===== src/rtl/hpi_pkg.sv =====
// Shared types for the host port bridge.
// Assumes: a two-bit control field whose encodings the host driver also uses.
package hpi_pkg;
    typedef enum logic [1:0] {
        CTL_CFG   = 2'b00,
        CTL_AUTO  = 2'b01,
        CTL_ADDR  = 2'b10,
        CTL_FIXED = 2'b11
    } ctl_e;

    typedef enum logic [1:0] {
        ST_IDLE  = 2'b00,
        ST_ISSUE = 2'b01,
        ST_CAPT  = 2'b10,
        ST_HOLD  = 2'b11
    } state_e;
endpackage


===== src/rtl/hpi_sync.sv =====
// Two-stage synchroniser bank for the asynchronous host inputs.
// Assumes: each bit is treated independently; multi-bit fields are held stable
// by the host for several clocks around the strobe, so skew between bits settles.
module hpi_sync #(
    parameter int W = 8
) (
    input  logic         clk,
    input  logic         rst_n,
    input  logic [W-1:0] d,
    output logic [W-1:0] q
);
    genvar i;
    generate
        for (i = 0; i < W; i++) begin : g_bit
            logic s1, s2;
            // Two flops per bit; reset to the idle (high) level of the strobes.
            always_ff @(posedge clk) begin
                if (!rst_n) begin
                    s1 <= 1'b1;
                    s2 <= 1'b1;
                end else begin
                    s1 <= d[i];
                    s2 <= s1;
                end
            end
            assign q[i] = s2;
        end
    endgenerate
endmodule


===== src/rtl/hpi_strobe.sv =====
// Strobe qualification and control capture.
// Produces the qualified strobe (chip select AND data strobe, both low), a
// one-cycle start pulse, and the control/direction used by this access: the
// values latched at the last address-strobe fall, or the live pins otherwise.
// Assumes: all inputs are already synchronised.
module hpi_strobe
    import hpi_pkg::*;
(
    input  logic       clk,
    input  logic       rst_n,
    input  logic       cs_n_s,
    input  logic       ds_n_s,
    input  logic       as_n_s,
    input  logic [1:0] ctl_s,
    input  logic       rw_s,
    output logic       eff,
    output logic       start,
    output ctl_e       acc_ctl,
    output logic       acc_rw
);
    logic       eff_q, as_q, as_fall, lat_vld, lat_rw;
    logic [1:0] lat_ctl;

    assign eff     = !cs_n_s && !ds_n_s;
    assign start   = eff && !eff_q;
    assign as_fall = as_q && !as_n_s;

    // Delay the strobe and address strobe for edge detection.
    always_ff @(posedge clk) begin
        if (!rst_n) begin
            eff_q <= 1'b0;
            as_q  <= 1'b1;
        end else begin
            eff_q <= eff;
            as_q  <= as_n_s;
        end
    end

    // Latch control and direction on an address-strobe fall; consume at start.
    always_ff @(posedge clk) begin
        if (!rst_n) begin
            lat_vld <= 1'b0;
            lat_ctl <= 2'b00;
            lat_rw  <= 1'b1;
        end else if (as_fall) begin
            lat_vld <= 1'b1;
            lat_ctl <= ctl_s;
            lat_rw  <= rw_s;
        end else if (start) begin
            lat_vld <= 1'b0;
        end
    end

    // Choose the control for this access.
    always_comb begin
        if (lat_vld && !as_fall) begin
            acc_ctl = ctl_e'(lat_ctl);
            acc_rw  = lat_rw;
        end else begin
            acc_ctl = ctl_e'(ctl_s);
            acc_rw  = rw_s;
        end
    end
endmodule


===== src/rtl/hpi_core.sv =====
// Access engine: register accesses, memory transfers, pointer rules, ready.
// Assumes: memory read data is valid one cycle after the request cycle; the
// host keeps the strobe active until ready returns high.
module hpi_core
    import hpi_pkg::*;
#(
    parameter int DATA_W = 16,
    localparam int BE_W  = DATA_W / 8
) (
    input  logic              clk,
    input  logic              rst_n,
    input  logic              eff,
    input  logic              start,
    input  ctl_e              acc_ctl,
    input  logic              acc_rw,
    input  logic [BE_W-1:0]   be_n,
    input  logic [DATA_W-1:0] din,
    input  logic [DATA_W-1:0] mem_rdata,
    output logic              host_rdy,
    output logic [DATA_W-1:0] dout,
    output logic              oe,
    output logic              mem_req,
    output logic              mem_we,
    output logic [DATA_W-1:0] mem_addr,
    output logic [BE_W-1:0]   mem_be,
    output logic [DATA_W-1:0] mem_wdata
);
    state_e            state;
    ctl_e              cur_ctl;
    logic [DATA_W-1:0] base, ptr;
    logic              swap, cur_rd, cur_inc;

    // Reverse byte order of a data word.
    function automatic logic [DATA_W-1:0] bswap(input logic [DATA_W-1:0] v);
        logic [DATA_W-1:0] r;
        for (int b = 0; b < BE_W; b++) r[8*b +: 8] = v[8*(BE_W-1-b) +: 8];
        return r;
    endfunction

    // Reverse lane-enable order to follow the byte swap.
    function automatic logic [BE_W-1:0] lswap(input logic [BE_W-1:0] v);
        logic [BE_W-1:0] r;
        for (int b = 0; b < BE_W; b++) r[b] = v[BE_W-1-b];
        return r;
    endfunction

    assign oe = eff && cur_rd && (state == ST_HOLD);

    // Main sequencer: one transfer per start pulse.
    always_ff @(posedge clk) begin
        if (!rst_n) begin
            state     <= ST_IDLE;
            cur_ctl   <= CTL_CFG;
            host_rdy  <= 1'b1;
            base      <= '0;
            ptr       <= '0;
            swap      <= 1'b0;
            cur_rd    <= 1'b0;
            cur_inc   <= 1'b0;
            dout      <= '0;
            mem_req   <= 1'b0;
            mem_we    <= 1'b0;
            mem_addr  <= '0;
            mem_be    <= '0;
            mem_wdata <= '0;
        end else begin
            case (state)
                ST_IDLE: if (start) begin
                    cur_rd  <= acc_rw;
                    cur_ctl <= acc_ctl;
                    case (acc_ctl)
                        CTL_CFG: begin
                            if (acc_rw) dout <= {{(DATA_W-1){1'b0}}, swap};
                            else        swap <= din[0];
                            state <= ST_HOLD;
                        end
                        CTL_ADDR: begin
                            if (acc_rw) dout <= base;
                            else begin
                                base <= din;
                                ptr  <= din;
                            end
                            state <= ST_HOLD;
                        end
                        default: begin
                            mem_req   <= 1'b1;
                            mem_we    <= !acc_rw;
                            mem_addr  <= ptr;
                            mem_wdata <= swap ? bswap(din) : din;
                            mem_be    <= swap ? lswap(~be_n) : ~be_n;
                            cur_inc   <= (acc_ctl == CTL_AUTO) && !be_n[BE_W-1];
                            host_rdy  <= 1'b0;
                            state     <= ST_ISSUE;
                        end
                    endcase
                end
                ST_ISSUE: begin
                    mem_req <= 1'b0;
                    state   <= ST_CAPT;
                end
                ST_CAPT: begin
                    if (cur_rd) dout <= swap ? bswap(mem_rdata) : mem_rdata;
                    if (cur_inc) ptr <= ptr + 1'b1;
                    host_rdy <= 1'b1;
                    state    <= ST_HOLD;
                end
                default: if (!eff) state <= ST_IDLE;
            endcase
        end
    end


    single_req_chk: assert property (@(posedge clk) disable iff (!rst_n)
        mem_req |=> !mem_req);

    busy_rdy_chk: assert property (@(posedge clk) disable iff (!rst_n)
        mem_req |-> !host_rdy);

    base_stable_chk: assert property (@(posedge clk) disable iff (!rst_n)
        (start && acc_ctl == CTL_AUTO) |=> $stable(base));

    fixed_ptr_chk: assert property (@(posedge clk) disable iff (!rst_n)
        (state == ST_CAPT && cur_ctl == CTL_FIXED) |=> $stable(ptr));
endmodule


===== src/rtl/hostport_bridge.sv =====
// Top of the multiplexed host port bridge: synchronisers, strobe unit, core.
// Assumes: the host holds control, byte enables and write data stable from
// before the strobe until ready returns; memory answers reads in one cycle.
module hostport_bridge
    import hpi_pkg::*;
#(
    parameter int DATA_W = 16,
    localparam int BE_W  = DATA_W / 8,
    localparam int SYNC_W = 6 + BE_W + DATA_W
) (
    input  logic              clk,
    input  logic              rst_n,
    input  logic              host_cs_n,
    input  logic              host_ds_n,
    input  logic              host_as_n,
    input  logic              host_rw,
    input  logic [1:0]        host_ctl,
    input  logic [BE_W-1:0]   host_be_n,
    input  logic [DATA_W-1:0] host_d_in,
    output logic [DATA_W-1:0] host_d_out,
    output logic              host_d_oe,
    output logic              host_rdy,
    output logic              mem_req,
    output logic              mem_we,
    output logic [DATA_W-1:0] mem_addr,
    output logic [BE_W-1:0]   mem_be,
    output logic [DATA_W-1:0] mem_wdata,
    input  logic [DATA_W-1:0] mem_rdata
);
    logic [SYNC_W-1:0] raw, syn;
    logic              cs_n_s, ds_n_s, as_n_s, rw_s;
    logic [1:0]        ctl_s;
    logic [BE_W-1:0]   be_n_s;
    logic [DATA_W-1:0] din_s;
    logic              eff, start, acc_rw;
    ctl_e              acc_ctl;

    assign raw = {host_cs_n, host_ds_n, host_as_n, host_rw, host_ctl, host_be_n, host_d_in};
    assign {cs_n_s, ds_n_s, as_n_s, rw_s, ctl_s, be_n_s, din_s} = syn;

    hpi_sync #(.W(SYNC_W)) u_sync (
        .clk(clk), .rst_n(rst_n), .d(raw), .q(syn)
    );

    hpi_strobe u_strobe (
        .clk(clk), .rst_n(rst_n),
        .cs_n_s(cs_n_s), .ds_n_s(ds_n_s), .as_n_s(as_n_s),
        .ctl_s(ctl_s), .rw_s(rw_s),
        .eff(eff), .start(start), .acc_ctl(acc_ctl), .acc_rw(acc_rw)
    );

    hpi_core #(.DATA_W(DATA_W)) u_core (
        .clk(clk), .rst_n(rst_n), .eff(eff), .start(start),
        .acc_ctl(acc_ctl), .acc_rw(acc_rw), .be_n(be_n_s), .din(din_s),
        .mem_rdata(mem_rdata), .host_rdy(host_rdy), .dout(host_d_out),
        .oe(host_d_oe), .mem_req(mem_req), .mem_we(mem_we),
        .mem_addr(mem_addr), .mem_be(mem_be), .mem_wdata(mem_wdata)
    );
endmodule


===== config.mk =====
export PLATFORM = sky130hd
export DESIGN_NAME = hostport_bridge
export DESIGN_NICKNAME = d
export VERILOG_FILES = /design/src/rtl/hpi_pkg.sv /design/src/rtl/hpi_sync.sv /design/src/rtl/hpi_strobe.sv /design/src/rtl/hpi_core.sv /design/src/rtl/hostport_bridge.sv
export SDC_FILE = /design/constraint.sdc
export NUM_CORES = 1
export LEC_CHECK = 0
export BUFFER_PORTS_ARGS = -buffer_cell sky130_fd_sc_hd__buf_2
export CORE_MARGIN = 2
export CORE_UTILIZATION = 23
export CTS_CLUSTER_DIAMETER = 120
export DETAILED_ROUTE_END_ITERATION = 12
export GPL_TIMING_DRIVEN = 1
export PLACE_DENSITY = 0.47
export SYNTH_ARGS = -nofsm -noshare
export SYNTH_HDL_FRONTEND = slang
export SYNTH_SLANG_ARGS = --single-unit

===== constraint.sdc =====
create_clock -name clk -period 4.98 [get_ports clk]
set_input_delay 0.996 -clock clk [delete_from_list [all_inputs] [get_ports clk]]
set_output_delay 0.996 -clock clk [all_outputs]
set_load 0.01 [all_outputs]

=== After elaboration in Yosys (flattened, before gate mapping) ===
Cells that the tools add are included.

* Register bits: 144
* Bits of input ports: 42
* Word-level logic and storage cells: 142

* Add/subtract/negate cells: 1
* Eq/ne operators: 15
* Muxes and demuxes: 28
* Bitwise gates (word level): 3
* Reductions and logical operators: 29

{| class="wikitable"
|+ Operators with widths
! kind !! number
|-
| 2-to-1 mux 16 bit || 10
|-
| one-hot mux 16 bit (2 select lines) || 3
|-
| adder 16 x 1 -> 16 bit (second input constant) || 1
|-
| 2-to-1 mux 2 bit || 5
|-
| AND reduction 3 bit || 3
|-
| != test 2 bit (second input constant) || 4
|-
| AND reduction 4 bit || 2
|-
| logical AND 1 bit || 7
|-
| zero test 1 bit || 7
|-
| 2-to-1 mux 1 bit || 7
|-
| == test 2 bit (second input constant) || 3
|-
| != test 3 x 2 -> 1 bit (second input constant) || 2
|-
| one-hot mux 2 bit (3 select lines) || 1
|-
| AND reduction 6 bit || 1
|-
| nonzero test 2 bit || 3
|-
| AND reduction 5 bit || 1
|-
| == test 2 x 1 -> 1 bit (second input constant) || 2
|-
| zero test 2 bit || 2
|-
| != test 2 x 1 -> 1 bit (second input constant) || 2
|-
| != test 4 bit (second input constant) || 1
|-
| one-hot mux 1 bit (2 select lines) || 2
|-
| AND reduction 2 bit || 2
|-
| != test 3 bit (second input constant) || 1
|-
| inverter 1 bit || 2
|-
| 2 further kinds || 2
|}

=== Longest topological paths before layout ===
* Depth in word-level cells: 10
* Gate-level depth with buffers: 10

=== By module ===
A second synthesis with hierarchy kept.

* Cells, all modules: 671
* Area, all modules: 6,082.1 µm²

{| class="wikitable"
|+ Modules (own cells, without submodules)
! module !! times used !! cells an instance !! area an instance (µm²)
|-
| hpi_core || 1 || 521 || 4,324.1
|-
| hpi_sync || 1 || 125 || 1,481.4
|-
| hpi_strobe || 1 || 25 || 276.5
|}

=== Worst setup path before layout ===
No wires, ideal clock.

* Kind: register -> output
* From: register u_core.cur_rd
* To: output host_d_oe
* Arrival time: 1,146 ps
* Setup slack: 2,838 ps
* Cell stages (with the launch flop): 5
* Buffers on the path: 2
* Cell sequence: dfxtp_1 clkbuf_1 clkbuf_1 nand2_1 nor3_1

* Longest elaborated chain between the ends: 2

{| class="wikitable"
|+ RTL lines
! item !! RTL line !! source
|-
| start: declaration || hpi_core.sv:31 || <nowiki>logic swap, cur_rd, cur_inc;</nowiki>
|-
| start signal: assignment || hpi_core.sv:69 || <nowiki>cur_rd <= acc_rw;</nowiki>
|-
| logical AND 1 bit (2 in a row) || hpi_core.sv:47 || <nowiki>assign oe = eff && cur_rd && (state == ST_HOLD);</nowiki>
|-
| end: declaration || hostport_bridge.sv:21 || <nowiki>output logic host_d_oe,</nowiki>
|}

Every way passes these cells.

=== Worst setup path after layout ===
* From: register u_core.state[0]
* To: register u_core.ptr[10]

* Longest elaborated chain between the ends: 3
* Elaborated cells between the ends (all ways): 9

{| class="wikitable"
|+ RTL lines
! item !! RTL line !! source
|-
| start: declaration || hpi_core.sv:28 || <nowiki>state_e state;</nowiki>
|-
| start signal: assignment || hpi_core.sv:52 || <nowiki>state <= ST_IDLE;</nowiki>
|-
| start signal: assignment || hpi_core.sv:75 || <nowiki>state <= ST_HOLD;</nowiki>
|-
| start signal: assignment || hpi_core.sv:83 || <nowiki>state <= ST_HOLD;</nowiki>
|-
| == test 2 bit or zero test 2 bit (tied branches) || hpi_core.sv:67 || <nowiki>case (state)</nowiki>
|-
| != test 2 x 1 -> 1 bit (no line), or another cell as far along || n/a ||
|-
| AND reduction 5 bit (no line) || n/a ||
|-
| end signal: assignment || hpi_core.sv:81 || <nowiki>ptr <= din;</nowiki>
|-
| end signal: assignment || hpi_core.sv:103 || <nowiki>if (cur_inc) ptr <= ptr + 1'b1;</nowiki>
|-
| end: declaration || hpi_core.sv:30 || <nowiki>logic [DATA_W-1:0] base, ptr;</nowiki>
|}

Parallel ways exist; a longest one is shown, timed or not.
A chain may end at the register's enable or synchronous reset.

==> qor.txt <==
Routed WL: 17900 um
area grow syn2layout: 23.9%
Num Clock Sinks: 144
Antenna Nets Post-Route: 0
Vias: 4995
Hold Path Stages: 1
Hold Startpoint: u_sync.g_bit[21].s1
Leakage: 2.88 nW
P per Cell Area: 375 nW/um^2
Slew HR: 29.2%
post-route clock period utilization: 71.1%
reg-to-reg startpoint: u_core.state[0]
endpoints failing hold: 0
clock root buffer: clkbuf_16
number of setup violations in the final report: 0
Seq/Total Area, Yosys: 47.5%
ys async rst share: 0%
vias in the first global route: 4767
register area: 2880 um^2
antenna violations before repair: 0
PortBufs: 95
Synth Flop Type: dfxtp_1
RSZ-0062 raised after global routing: false
maximum clock frequency: 283 MHz
Yosys warning count: 0
Reg2Reg Setup Slack: 1.44 ns
post-CTS setup buffer count: 0
crit end category: flip-flop
Die Height: 166 um
crit-path max FO: 25
Post-synth EDFFs: 0
Multi-input gate area: 2900 um^2
Final Util: 28.9%
Crit Path Class: reg2reg
global-route wire length before repair: 27900 um
Hold EP: u_sync.g_bit[21].s2
# diodes: 0
placer congestion estimate: 0.800
design area: 7520 um^2
Reg clk slew, reported paths: 0.06 ns
Pins Over Slew Limit: 0
Avg Cell Area, Syn: 9.03 um^2
drt wl/cell: 16.4 um
First-pass DRT Iterations: 5
Netlist cell types: 56
global route total overflow: 0
syn nets: 719
Setup TNS Final: 0 ns
total CTS buffers: 17
kind of start point of the critical path: flip-flop
clk_lat worst skew: 0.42 ns
clk_skew: 0.00983 ns
CTS Hold Bufs: 0
die width: 166 um
GRT Total Usage: 12.9%
min-delay worst type: reg2reg
DP Area: 6830 um^2
Starting Density: 23.4%
I/O pin count: 96
Initial DRC Count: 343
Clock Path Buffers: 2
cts repair resizes: 0
Peak supply drop: 0.000176 V
Worst EP required: 5.34 ns
Final #Nets: 790
Detail Placement HPWL: 12400 um
DR vias/cell: 4.58
core box area: 26000 um^2
Core Rows: 59
register bit count reported by yosys: 144
largest net degree at the start of global routing: 71
die area: 27700 um^2
r2r endpoint: u_core.ptr[10]
H-tree Lvls: 4
min cycle time layout: 3.54 ns
drt drc: 0
synthesized area: 6070 um^2
Synth Instances: 672
MaxCap Viol Count: 0
Arr. time, crit path: 3.90 ns
TritonCTS clock tree: done
worst slew pin tran: 1.06 ns
share of cells above drive strength 1: 19.6%
status: completed
R2R depth: 7
fill count: 2807
power breakdown:
| part | switching [mW] | total [mW] | internal [mW] | leakage (nW) |
|---|---|---|---|---|
| Sequential | 0.0264 | 1.21 | 1.18 | 1.17 |
| Combinational | 0.0706 | 0.120 | 0.0497 | 1.37 |
| Clock | 0.480 | 1.49 | 1.01 | 0.337 |
state kept, by name, summed over array words and instances, names as in the netlist, 2 cells and up:
| signal | flops |
|---|---|
| u_core.mem_wdata | 16 |
| u_core.mem_be | 2 |
| u_strobe.lat_ctl | 2 |
| u_core.base | 16 |
| u_core.state | 2 |
| u_sync.g_bit.s1 | 24 |
| u_core.dout | 16 |
| u_sync.g_bit.s2 | 24 |
| u_core.mem_addr | 16 |
| u_core.ptr | 16 |
stage by stage:
step                total power, mW  hold WS, ns  setup slack [ns]  std cells
floorplan                      1.30        0.386              2.84        672
global placement               1.35        0.393              1.58       1059
detailed placement             1.35        0.392              1.57       1059
CTS                            2.86        0.408              1.59       1091
global route                   2.93        0.422              1.13       1091
finish                         2.82        0.407              1.44       1091
worst max-delay path by stage:
stage	slack (ns)	start	cells after the start	end
after floorplan	2.84	u_core.cur_rd	4	host_d_oe
after global placement	1.58	u_core.state[0]	7	u_core.ptr[10]
after detailed placement	1.57	u_core.state[0]	7	u_core.ptr[10]
after CTS	1.59	u_core.state[0]	7	u_core.ptr[10]
after global routing	1.13	u_core.state[0]	7	u_core.ptr[10]
final	1.44	u_core.state[0]	7	u_core.ptr[10]
cell usage after synthesis (2+ instances only):
cell type	n	share of area (%)
a41oi_1	3	0.43
o31ai_1	2	0.25
clkbuf_1	39	2.4
o21ai_1	2	0.16
nand3b_1	2	0.25
a2bb2oi_1	2	0.29
nor3_1	8	0.66
a31oi_1	7	0.72
a221oi_1	21	3.0
dfxtp_1	144	47
a211oi_1	40	4.9
nor2b_1	19	2.0
a21o_1	3	0.37
or3_1	2	0.21
o221a_2	5	0.93
mux2i_1	53	8.7
inv_1	25	1.5
a21oi_1	52	4.3
a22oi_1	2	0.25
o21ai_0	9	0.74
a21oi_2	2	0.29
nand3_1	5	0.41
buf_2	8	0.66
nand2_1	72	4.5
o22ai_1	4	0.41
nor2_1	48	3.0
buf_1	2	0.12
and3_1	3	0.31
nand2b_1	50	5.2
o32ai_1	4	0.58
ha_1	5	1.0
nand4_1	3	0.31
o22a_1	2	0.29
o211ai_1	2	0.25
logic make-up after synthesis:
kind of cell	synth area share (%)
flip-flops	47.5
multiplexers	8.74
AND/OR/NAND/NOR	18.3
adder cells (fa/ha/maj)	1.03
buffers and inverters	4.95
AO/OA/AOI/OAI	19.5
cell usage in the layout, fill, tap and decap left out, types with 3 or more instances in the layout:
| master | Yosys | routed |
|---|---|---|
| a211oi_1 | 40 | 40 |
| a21o_1 | 3 | 3 |
| a21oi_1 | 52 | 52 |
| a221oi_1 | 21 | 21 |
| a31oi_1 | 7 | 7 |
| a41oi_1 | 3 | 3 |
| and3_1 | 3 | 3 |
| buf_2 | 8 | 95 |
| buf_4 | 1 | 8 |
| bufinv_16 | 0 | 7 |
| clkbuf_16 | 0 | 17 |
| clkinv_2 | 0 | 4 |
| dfxtp_1 | 144 | 143 |
| ha_1 | 5 | 5 |
| inv_1 | 25 | 24 |
| mux2i_1 | 53 | 53 |
| nand2_1 | 72 | 72 |
| nand2b_1 | 50 | 50 |
| nand3_1 | 5 | 5 |
| nand4_1 | 3 | 3 |
| nor2_1 | 48 | 48 |
| nor2b_1 | 19 | 19 |
| nor3_1 | 8 | 8 |
| o21ai_0 | 9 | 9 |
| o221a_2 | 5 | 5 |
| o22ai_1 | 4 | 4 |
| o32ai_1 | 4 | 4 |
critical path, cell delays in order, from the launching register on:
cell,delay (ns)
dfxtp_1,0.34
inv_1,0.09
ha_1,0.74
nor2b_1,0.15
a21oi_1,0.86
a211oi_2,0.20
nor2_1,0.78
o221a_2,0.32
final cells by class:
cell class / count / share of cell area (%)
Multi-Input combinational cell: 452 / 38.5
Sequential cell: 144 / 38.3
Timing Repair Buffer: 103 / 7.12
Clock buffer: 21 / 6.12
Tap cell: 335 / 5.57
Clock inverter: 11 / 3.09
Inverter: 25 / 1.26
layer usage:
metal  vias to the layer above  track usage, %  routed length [um]
met5                         -               0                   0
met4                         0            4.05                 291
met3                        18            3.42                 951
met2                       139            18.9                7500
met1                      2317            18.5                9160
li1                       2521               -                   -
No activity file was read; power rests on OpenSTA's default activity.
